[src/rtl/emif_pkg.sv]
package emif_pkg;
    localparam logic [1:0] MODE_ONCHIP = 2'b00;
    localparam logic [1:0] MODE_SPLIT  = 2'b01;
    localparam logic [1:0] MODE_BANK   = 2'b10;
    localparam logic [1:0] MODE_OFFCHIP = 2'b11;

    typedef enum logic [1:0] {
        ST_IDLE,
        ST_ALE_HI,
        ST_ALE_LO,
        ST_STROBE
    } emif_state_e;

    typedef struct packed {
        logic       mux_n;
        logic [1:0] mode;
        logic [1:0] ale_len;
    } emif_cfg_t;
endpackage

[src/rtl/emif_cfg_reg.sv]
module emif_cfg_reg
    import emif_pkg::*;
(
    input  logic       clk,
    input  logic       rst_n,
    input  logic       we,
    input  logic [7:0] wdata,
    output emif_cfg_t  cfg,
    output logic [7:0] rdata
);
    emif_cfg_t cfg_d, cfg_q;

    always_comb begin
        cfg_d = cfg_q;
        if (we) begin
            cfg_d.mux_n   = wdata[4];
            cfg_d.mode    = wdata[3:2];
            cfg_d.ale_len = wdata[1:0];
        end
    end

    always_ff @(posedge clk or negedge rst_n) begin
        if (!rst_n) cfg_q <= '{mux_n: 1'b0, mode: MODE_ONCHIP, ale_len: 2'b11};
        else        cfg_q <= cfg_d;
    end

    assign cfg   = cfg_q;
    assign rdata = {3'b000, cfg_q.mux_n, cfg_q.mode, cfg_q.ale_len};
endmodule

[src/rtl/emif_steer.sv]
module emif_steer
    import emif_pkg::*;
#(
    parameter int RAM_SIZE = 2048,
    localparam int AW = $clog2(RAM_SIZE)
) (
    input  logic [1:0]    mode,
    input  logic          short_form,
    input  logic [15:0]   addr_in,
    input  logic [7:0]    page_hi,
    input  logic [7:0]    port_hi,
    output logic [15:0]   full_addr,
    output logic          onchip,
    output logic [AW-1:0] ram_addr
);
    logic [7:0] hi_byte;

    always_comb begin
        if (!short_form)              hi_byte = addr_in[15:8];
        else if (mode == MODE_SPLIT)  hi_byte = port_hi;
        else                          hi_byte = page_hi;
        full_addr = {hi_byte, addr_in[7:0]};
        case (mode)
            MODE_ONCHIP:  onchip = 1'b1;
            MODE_OFFCHIP: onchip = 1'b0;
            default:      onchip = ({16'd0, full_addr} < 32'(RAM_SIZE));
        endcase
        ram_addr = full_addr[AW-1:0];
    end
endmodule

[src/rtl/emif_seq.sv]
module emif_seq
    import emif_pkg::*;
#(
    parameter int STROBE_CYC = 2,
    localparam int CW = $clog2(STROBE_CYC + 4) + 1
) (
    input  logic        clk,
    input  logic        rst_n,
    input  logic        start_on,
    input  logic        start_off,
    input  logic        start_mux_n,
    input  logic [1:0]  start_ale_len,
    input  logic        start_write,
    input  logic [15:0] start_addr,
    input  logic [7:0]  start_wdata,
    input  logic [7:0]  ram_rdata,
    input  logic [7:0]  ext_ad_i,
    output logic        busy,
    output logic        done,
    output logic [7:0]  rdata,
    output logic [15:0] ext_addr,
    output logic [7:0]  ext_ad_o,
    output logic        ext_ad_oe,
    output logic        ext_ale,
    output logic        ext_rd_n,
    output logic        ext_wr_n
);
    localparam logic [CW-1:0] STROBE_LAST = CW'(STROBE_CYC - 1);

    typedef struct packed {
        emif_state_e state;
        logic [CW-1:0] cnt;
        logic [1:0]  ale_len;
        logic        write;
        logic [15:0] addr;
        logic [7:0]  wdata;
        logic [7:0]  rdata;
        logic        done;
    } seq_t;

    seq_t s_d, s_q;

    always_comb begin
        s_d      = s_q;
        s_d.done = 1'b0;
        case (s_q.state)
            ST_IDLE: begin
                if (start_on) begin
                    s_d.done  = 1'b1;
                    s_d.rdata = ram_rdata;
                end else if (start_off) begin
                    s_d.addr    = start_addr;
                    s_d.write   = start_write;
                    s_d.wdata   = start_wdata;
                    s_d.ale_len = start_ale_len;
                    if (start_mux_n) begin
                        s_d.state = ST_STROBE;
                        s_d.cnt   = STROBE_LAST;
                    end else begin
                        s_d.state = ST_ALE_HI;
                        s_d.cnt   = CW'(start_ale_len);
                    end
                end
            end
            ST_ALE_HI: begin
                if (s_q.cnt == '0) begin
                    s_d.state = ST_ALE_LO;
                    s_d.cnt   = CW'(s_q.ale_len);
                end else s_d.cnt = s_q.cnt - 1'b1;
            end
            ST_ALE_LO: begin
                if (s_q.cnt == '0) begin
                    s_d.state = ST_STROBE;
                    s_d.cnt   = STROBE_LAST;
                end else s_d.cnt = s_q.cnt - 1'b1;
            end
            default: begin
                if (s_q.cnt == '0) begin
                    s_d.state = ST_IDLE;
                    s_d.done  = 1'b1;
                    if (!s_q.write) s_d.rdata = ext_ad_i;
                end else s_d.cnt = s_q.cnt - 1'b1;
            end
        endcase
    end

    always_ff @(posedge clk or negedge rst_n) begin
        if (!rst_n) s_q <= '{state: ST_IDLE, default: '0};
        else        s_q <= s_d;
    end

    assign busy      = (s_q.state != ST_IDLE);
    assign done      = s_q.done;
    assign rdata     = s_q.rdata;
    assign ext_addr  = s_q.addr;
    assign ext_ale   = (s_q.state == ST_ALE_HI);
    assign ext_rd_n  = !((s_q.state == ST_STROBE) && !s_q.write);
    assign ext_wr_n  = !((s_q.state == ST_STROBE) && s_q.write);
    assign ext_ad_o  = (s_q.state == ST_STROBE) ? s_q.wdata : s_q.addr[7:0];
    assign ext_ad_oe = (s_q.state == ST_ALE_HI) || (s_q.state == ST_ALE_LO)
                     || ((s_q.state == ST_STROBE) && s_q.write);
endmodule

[src/rtl/emif_ctrl.sv]
module emif_ctrl
    import emif_pkg::*;
#(
    parameter int RAM_SIZE   = 2048,
    parameter int STROBE_CYC = 2,
    localparam int AW = $clog2(RAM_SIZE)
) (
    input  logic          clk,
    input  logic          rst_n,
    input  logic          cfg_we,
    input  logic [7:0]    cfg_wdata,
    output logic [7:0]    cfg_rdata,
    input  logic [7:0]    page_hi,
    input  logic [7:0]    port_hi,
    input  logic          req_valid,
    input  logic          req_short,
    input  logic          req_write,
    input  logic [15:0]   req_addr,
    input  logic [7:0]    req_wdata,
    output logic          busy,
    output logic          done,
    output logic [7:0]    rdata,
    output logic          ram_en,
    output logic          ram_we,
    output logic [AW-1:0] ram_addr,
    output logic [7:0]    ram_wdata,
    input  logic [7:0]    ram_rdata,
    output logic [15:0]   ext_addr,
    output logic [7:0]    ext_ad_o,
    output logic          ext_ad_oe,
    input  logic [7:0]    ext_ad_i,
    output logic          ext_ale,
    output logic          ext_rd_n,
    output logic          ext_wr_n
);
    emif_cfg_t     cfg;
    logic [15:0]   full_addr;
    logic          onchip;
    logic [AW-1:0] steer_ram_addr;
    logic          accept;

    emif_cfg_reg u_cfg (
        .clk   (clk),
        .rst_n (rst_n),
        .we    (cfg_we),
        .wdata (cfg_wdata),
        .cfg   (cfg),
        .rdata (cfg_rdata)
    );

    emif_steer #(.RAM_SIZE(RAM_SIZE)) u_steer (
        .mode       (cfg.mode),
        .short_form (req_short),
        .addr_in    (req_addr),
        .page_hi    (page_hi),
        .port_hi    (port_hi),
        .full_addr  (full_addr),
        .onchip     (onchip),
        .ram_addr   (steer_ram_addr)
    );

    assign accept    = req_valid && !busy;
    assign ram_en    = accept && onchip;
    assign ram_we    = accept && onchip && req_write;
    assign ram_addr  = steer_ram_addr;
    assign ram_wdata = req_wdata;

    emif_seq #(.STROBE_CYC(STROBE_CYC)) u_seq (
        .clk           (clk),
        .rst_n         (rst_n),
        .start_on      (accept && onchip),
        .start_off     (accept && !onchip),
        .start_mux_n   (cfg.mux_n),
        .start_ale_len (cfg.ale_len),
        .start_write   (req_write),
        .start_addr    (full_addr),
        .start_wdata   (req_wdata),
        .ram_rdata     (ram_rdata),
        .ext_ad_i      (ext_ad_i),
        .busy          (busy),
        .done          (done),
        .rdata         (rdata),
        .ext_addr      (ext_addr),
        .ext_ad_o      (ext_ad_o),
        .ext_ad_oe     (ext_ad_oe),
        .ext_ale       (ext_ale),
        .ext_rd_n      (ext_rd_n),
        .ext_wr_n      (ext_wr_n)
    );
endmodule

[config.mk]
export PLATFORM = sky130hd
export DESIGN_NAME = emif_ctrl
export DESIGN_NICKNAME = d
export VERILOG_FILES = /design/src/rtl/emif_pkg.sv /design/src/rtl/emif_cfg_reg.sv /design/src/rtl/emif_steer.sv /design/src/rtl/emif_seq.sv /design/src/rtl/emif_ctrl.sv
export SDC_FILE = /design/constraint.sdc
export NUM_CORES = 1
export LEC_CHECK = 0
export BUFFER_PORTS_ARGS = -buffer_cell sky130_fd_sc_hd__buf_2
export CORE_ASPECT_RATIO = 2
export CORE_UTILIZATION = 51
export DETAILED_ROUTE_END_ITERATION = 6
export PLACE_DENSITY = 0.86
export SLEW_MARGIN = 20
export SYNTH_ARGS = -nofsm -noshare
export SYNTH_HDL_FRONTEND = slang
export SYNTH_HIERARCHICAL = 1
export SYNTH_SLANG_ARGS = --single-unit
[constraint.sdc]
create_clock -name clk -period 5.1 [get_ports clk]
set_input_delay 0.255 -clock clk [delete_from_list [all_inputs] [get_ports clk]]
set_output_delay 0.255 -clock clk [all_outputs]
set_load 0.03 [all_outputs]
==> flow_metrics.py, run 1 <==
metrics = {
    "clock_tree": {
        "path_clk_slew_ns": 0.08,
        "postCtsSetupBuffers": 0,
        "clk_latency_ns": 0.30,
        "cts_tree": "done",
        "clockRootBuffer": "clkbuf_8",
        "holdBufCountCts": 0,
        "cts.path.max_buffers": 2,
        "htree_levels": 2,
        "ctsResizeCount": 0,
        "cts_buffers": 5,
        "cts_sinks": 47,
    },
    "routing": {
        "wl_per_cell_um": 14.9,
        "ant_nets": 0,
        "vias": 2189,
        "viasPerCell": 5.38,
        "wirelength_um": 6050,
        "firstDrtPassIters": 4,
        "drc": 0,
        "dr.first_iter.drc_count": 66,
    },
    "yosys": {
        "yosysSeqAreaShare_pct": 40.1,
        "synthMuxAreaShare_pct": 20.7,
        "synthSimpleGateAreaFrac_pct": 8.08,
        "ys_types": 40,
        "synth_ff_type": "dfrtp_1",
        "synth-adder-area-share_pct": 2.98,
        "synthXorXnorAreaFrac_pct": 0,
        "synth_enable_flop_cells": 0,
        "yosys_warnings": 6,
        "synth_compound_area_share_pct": 9.99,
        "synth_area_sq_um": 2940,
        "synth_top_family_by_area": "multiplexers",
        "synthArstFlopShare_pct": 100,
        "synth.avg_cell_area_sq_um": 10.7,
        "netlist_instances": 275,
        "ys_ff_latch": 47,
    },
    "worst_setup_path": {
        "timing.rr.start": "u_cfg/cfg[3]",
        "cp_slowest_stage_delay_ns": 0.58,
        "crit_path_end_kind": "flop",
        "arrival_ns": 3.69,
        "path_class": "reg -> reg",
        "worstPathMaxFanout": 16,
        "crit_required_ns": 5.29,
        "worst-r2r-cell-count": 10,
        "startpoint_type": "flop",
        "cp_slowest_cell": "nand3b_1",
        "path_cells": "inv_1, ha_1, mux2i_1, a21oi_1, nor4_1, a22o_1, and3b_2, nand3b_1, buf_4, mux2_2",
        "cp_top_family": "simple AND/OR/NAND/NOR gates",
        "critPathBufInv": 2,
        "rrSetupSlack_ns": 1.59,
        "r2r_end": "u_seq/s_q[11]",
    },
    "sta": {
        "setup_viol": 0,
        "relSlewSlack_pct": 45.4,
        "rsz0062_at_grt": "no",
        "fmax_mhz": 285,
        "timing.final.crit_period_ns": 3.51,
        "period_share_pct": 68.8,
        "worstMarginPinSlew_ns": 0.808,
        "finalMaxSlewViolations": 0,
        "finalHoldViolations": 45,
        "setup_tns_ns": 0,
        "fin_hold_ws_ns": -0.0531,
        "final.setup_skew_ns": 0.00396,
    },
    "placement": {
        "portBuffers": 130,
        "post_dp_cell_area_sq_um": 3190,
        "hpwl_um": 4790,
        "gp_congestion": 0.774,
    },
    "global_route": {
        "grt_pass1_vias": 2269,
        "antenna_found_initial": 0,
        "grt_pass1_wl_um": 9830,
        "grt_usage_pct": 20.8,
        "grt_start_max_net_pins": 48,
        "grt_overflow": 0,
    },
    "floorplan": {
        "fp.dieArea_sq_um": 6100,
        "ios": 137,
        "rows": 38,
        "initial_core_util_pct": 53.8,
        "die_x_um": 55.7,
        "core_area_sq_um": 5470,
        "dieHeight_um": 109,
    },
    "layout": {
        "n_antenna_cell": 0,
        "finalInstanceArea_sq_um": 3290,
        "finalNetCount": 423,
        "syn2layout_area_growth_pct": 11.9,
        "final_common_cell": "buf_2",
        "drive_gt1_share_pct": 55.3,
        "most-common-layout-cells": "buf_2 (129), mux2_2 (47), dfrtp_1 (45)",
    },
    "power": {
        "netSwitchingFraction_pct": 46.3,
        "power_switching_w": 0.000960,
        "p_comb_share_pct": 57.4,
        "power.total_w": 0.00207,
        "p_int_w": 0.00111,
        "seqPwrFrac_pct": 30.7,
        "vdd_drop_max_mv": 0.408,
        "power_frac_clock_pct": 11.9,
        "leakage_nw": 1.69,
        "pwr_density_cell_nw_per_um2": 630,
    },
    "hold_path": {
        "hold_path_class": "in -> async",
    },
    "outcome": {
        "status": "complete, but fails checks",
        "violations": "negative hold slack",
    },
    "run": {
        "maxCapViolCount": 0,
    },
}
## kinds of logic after synthesis
kind of cell	Yosys count
compound gates	41
fa+ha+maj	7
buf+inv	79
flops	47
mux	55
other cells	1
simple gates	45
## per-layer routing
layer / track usage (%) / part of all wire [%] / vias up
li1: - / - / 1037
met1: 19.1 / 32 / 1059
met2: 42.2 / 61 / 83
met3: 3.06 / 4.9 / 10
met4: 11.4 / 2.0 / 0
met5: 0 / 0 / -
## state kept, by name, indices dropped and copies added (netlist names)
name	count
u_seq/s_q	17
u_seq/rdata	8
u_cfg/cfg	5
u_seq/ext_addr	16
u_seq/done	1
## metrics by stage
step | cells | utilization, % | setup slack [ns]
floorplan | 277 | - | 2.38
global placement | 399 | 58.3 | 1.67
detailed placement | 399 | 58.3 | 1.60
CTS | 407 | 60.2 | 1.57
global route | 407 | 60.2 | 1.31
finish | 407 | 60.2 | 1.59
## worst max path at each step
| stage | from | endpoint | slack (ns) | cells after the start |
|---|---|---|---|---|
| 2_1_floorplan | u_cfg/cfg[3] | u_seq/ext_addr[10] | 2.38 | 11 |
| 3_3_place_gp | u_cfg/cfg[3] | u_seq/ext_addr[12] | 1.67 | 10 |
| 3_5_place_dp | u_cfg/cfg[3] | u_seq/s_q[11] | 1.60 | 10 |
| 4_1_cts | u_cfg/cfg[3] | u_seq/s_q[11] | 1.57 | 10 |
| 5_1_grt | u_cfg/cfg[3] | u_seq/ext_addr[3] | 1.31 | 10 |
| 6_report | u_cfg/cfg[3] | u_seq/s_q[11] | 1.59 | 10 |
## power by group through the flow
| stage | clock network [W] | registers, W | logic [W] |
|---|---|---|---|
| 2_1_floorplan | 0 | 0.000621 | 0.00106 |
| 3_3_place_gp | 0 | 0.000633 | 0.00117 |
| 4_1_cts | 0.000253 | 0.000637 | 0.00120 |
| 5_1_grt | 0.000267 | 0.000657 | 0.00128 |
| 6_report | 0.000246 | 0.000637 | 0.00119 |
| 3_5_place_dp | 0 | 0.000645 | 0.00119 |
## Yosys cell counts, drive strengths merged (4+ instances only)
master,count,area share [%]
buf,63,16
mux2,47,18
dfrtp,45,38
nor2,18,2.3
a21oi,14,2.8
inv,10,1.3
a22o,9,2.7
mux2i,8,2.7
ha,7,3.0
clkbuf,6,0.77
nand2,6,0.77
nor3,5,0.85
nand2b,4,0.85
o21ai,4,0.68
## cell type report
type	instances	area, sq um
timing repair buffer	131	661
tap	60	75.1
inverter	10	37.5
multi-input combinational	151	1240
sequential	47	1180
clock buffer	8	100
fill	458	2180
No activity file was read; power rests on OpenSTA's default activity.
==> inputs of run 2 (changes only) <==
Settings changed: CORE_UTILIZATION 51 to 43, PLACE_DENSITY 0.86 to 0.78.
Clock period 5.1 ns to 2.9 ns, I/O delays scaled along.
==> flow_metrics.py, run 2 (synthesis gave the netlist of run 1 again) <==
metrics = {
    "placement": {
        "portBuffers": 130,
        "hpwl_um": 4870,
        "post_dp_cell_area_sq_um": 3260,
        "gp_congestion": 0.797,
    },
    "hold_path": {
        "hold_path_class": "in -> reg",
        "hold_path_startpoint": "cfg_wdata[2]",
    },
    "clock_tree": {
        "cts_tree": "done",
        "clk_latency_ns": 0.28,
        "cts_buffers": 5,
        "clockRootBuffer": "clkbuf_16",
        "htree_levels": 2,
        "path_clk_slew_ns": 0.06,
        "cts.path.max_buffers": 2,
        "postCtsSetupBuffers": 0,
        "cts_sinks": 47,
    },
    "global_route": {
        "grt_overflow": 0,
        "grt_usage_pct": 18.2,
        "antenna_found_initial": 0,
        "grt_pass1_vias": 2202,
        "grt_start_max_net_pins": 48,
        "grt_pass1_wl_um": 9850,
    },
    "worst_setup_path": {
        "path_cells": "inv_1, ha_4, mux2i_1, a21oi_1, nor4_1, a22o_1, and3b_2, nand2_1, a21oi_4, mux2_2",
        "critPathLaunch": "u_cfg/cfg[3]",
        "arrival_ns": 2.95,
        "worstPathMaxFanout": 8,
        "cp_slowest_cell": "dfrtp_1",
        "crit_path_end_kind": "flop",
        "startpoint_type": "flop",
        "path_class": "reg -> reg",
        "timing.rr.start": "u_cfg/cfg[3]",
        "crit_required_ns": 3.07,
        "cp_slowest_stage_delay_ns": 0.40,
    },
    "sta": {
        "setup_tns_ns": 0,
        "period_share_pct": 95.9,
        "relSlewSlack_pct": 54.3,
        "timing.final.crit_period_ns": 2.78,
        "finalHoldViolations": 0,
        "rsz0062_at_grt": "no",
        "finalMaxSlewViolations": 0,
        "worstMarginPinSlew_ns": 0.685,
        "fmax_mhz": 359,
        "final.setup_skew_ns": 0.00331,
        "setup_viol": 0,
    },
    "routing": {
        "vias": 2209,
        "met3_length_um": 261,
        "top_layer": "met4",
        "firstDrtPassIters": 5,
        "wl_per_cell_um": 14.2,
        "wl_met2_um": 3670,
        "wl_met1_um": 2180,
        "viasPerCell": 5.02,
        "ant_nets": 0,
        "drc": 0,
        "dr.first_iter.drc_count": 45,
        "wirelength_um": 6230,
    },
    "floorplan": {
        "dieHeight_um": 119,
        "ios": 137,
        "die_x_um": 60.5,
        "rows": 42,
        "fp.dieArea_sq_um": 7200,
        "core_area_sq_um": 6620,
        "initial_core_util_pct": 44.4,
    },
    "layout": {
        "largest_reg_flops": 17,
        "finalNetCount": 429,
        "n_antenna_cell": 0,
        "utilization_pct": 52.1,
        "final_common_cell": "buf_2",
        "most-common-layout-cells": "buf_2 (129), mux2_2 (47), dfrtp_1 (45)",
        "drive_gt1_share_pct": 57.1,
        "finalInstanceArea_sq_um": 3450,
        "top_register": "u_seq/s_q",
        "syn2layout_area_growth_pct": 17.1,
    },
    "outcome": {
        "status": "completed",
    },
    "power": {
        "pwr_density_cell_nw_per_um2": 1110,
        "leakage_nw": 1.74,
        "vdd_drop_max_mv": 0.497,
    },
    "run": {
        "maxCapViolCount": 0,
    },
}
run 2: cell types whose count changed in the layout (fill, tap and decap cells not counted), sizes merged:
cell / before / now
buf: 131 / 136
dlygate4sd3: 0 / 1
clkinv: 0 / 1
clkbuf: 8 / 6
run 2: area by class of cell:
cell class                 count  area [sq um]
inverter                      10          37.5
fill                         632          3170
timing repair buffer         137           712
multi-input combinational    151          1260
clock inverter                 1          5.00
tap                           88           110
sequential                    47          1180
clock buffer                   6           139
run 2: layer usage:
| metal | vias up | GRT usage (%) |
|---|---|---|
| met4 | 0 | 7.24 |
| li1 | 1048 | - |
| met2 | 72 | 33.9 |
| met1 | 1081 | 18.7 |
| met3 | 8 | 3.15 |
| met5 | - | 0 |
run 2: final timing paths:
kind	endpoint	slack, ns	cells after the start
max	u_seq/rdata[1]	0.12	10
min	u_cfg/cfg[2]	0.09	2
max reg2reg	u_seq/rdata[1]	0.12	10
min reg2reg	u_seq/s_q[35]	0.49	2
max in group asynchronous	u_seq/ext_addr[5]	2.06	2
min in group asynchronous	u_seq/rdata[6]	0.42	2
run 2: worst max-delay path: cells and delay by family, from the launching register on:
family | cells | cell delay (ns)
AO/OA/AOI/OAI | 3 | 0.64
adder cells (fa/ha/maj) | 1 | 0.22
buffers and inverters | 1 | 0.11
flip-flops | 1 | 0.40
multiplexers | 2 | 0.60
AND/OR/NAND/NOR | 3 | 0.69
run 2: timing repair:
item | CTS | global route
resized for setup | 2 | 4
hold buffers | 0 | 1
setup endpoints to repair | 8 | 24
endpoints found under the hold margin | 0 | 45
gates cloned | 0 | 0
run 2: per-stage QoR:
stage               std cells  total power, W  setup WS [ns]  hold WS, ns
detailed placement        432         0.00328        -0.0928        0.385
CTS                       439         0.00386         0.0979       0.0850
floorplan                 277         0.00296          0.179       -0.151
global placement          432         0.00322         0.0321        0.378
finish                    440         0.00384          0.118       0.0916
global route              440         0.00410         0.0183       0.0833
run 2: where the power goes:
part           total (W)  switching [W]  internal, W
clock           0.000561       0.000225     0.000336
sequential       0.00113       0.000178     0.000950
combinational    0.00215        0.00132     0.000829
total            0.00384        0.00172      0.00211
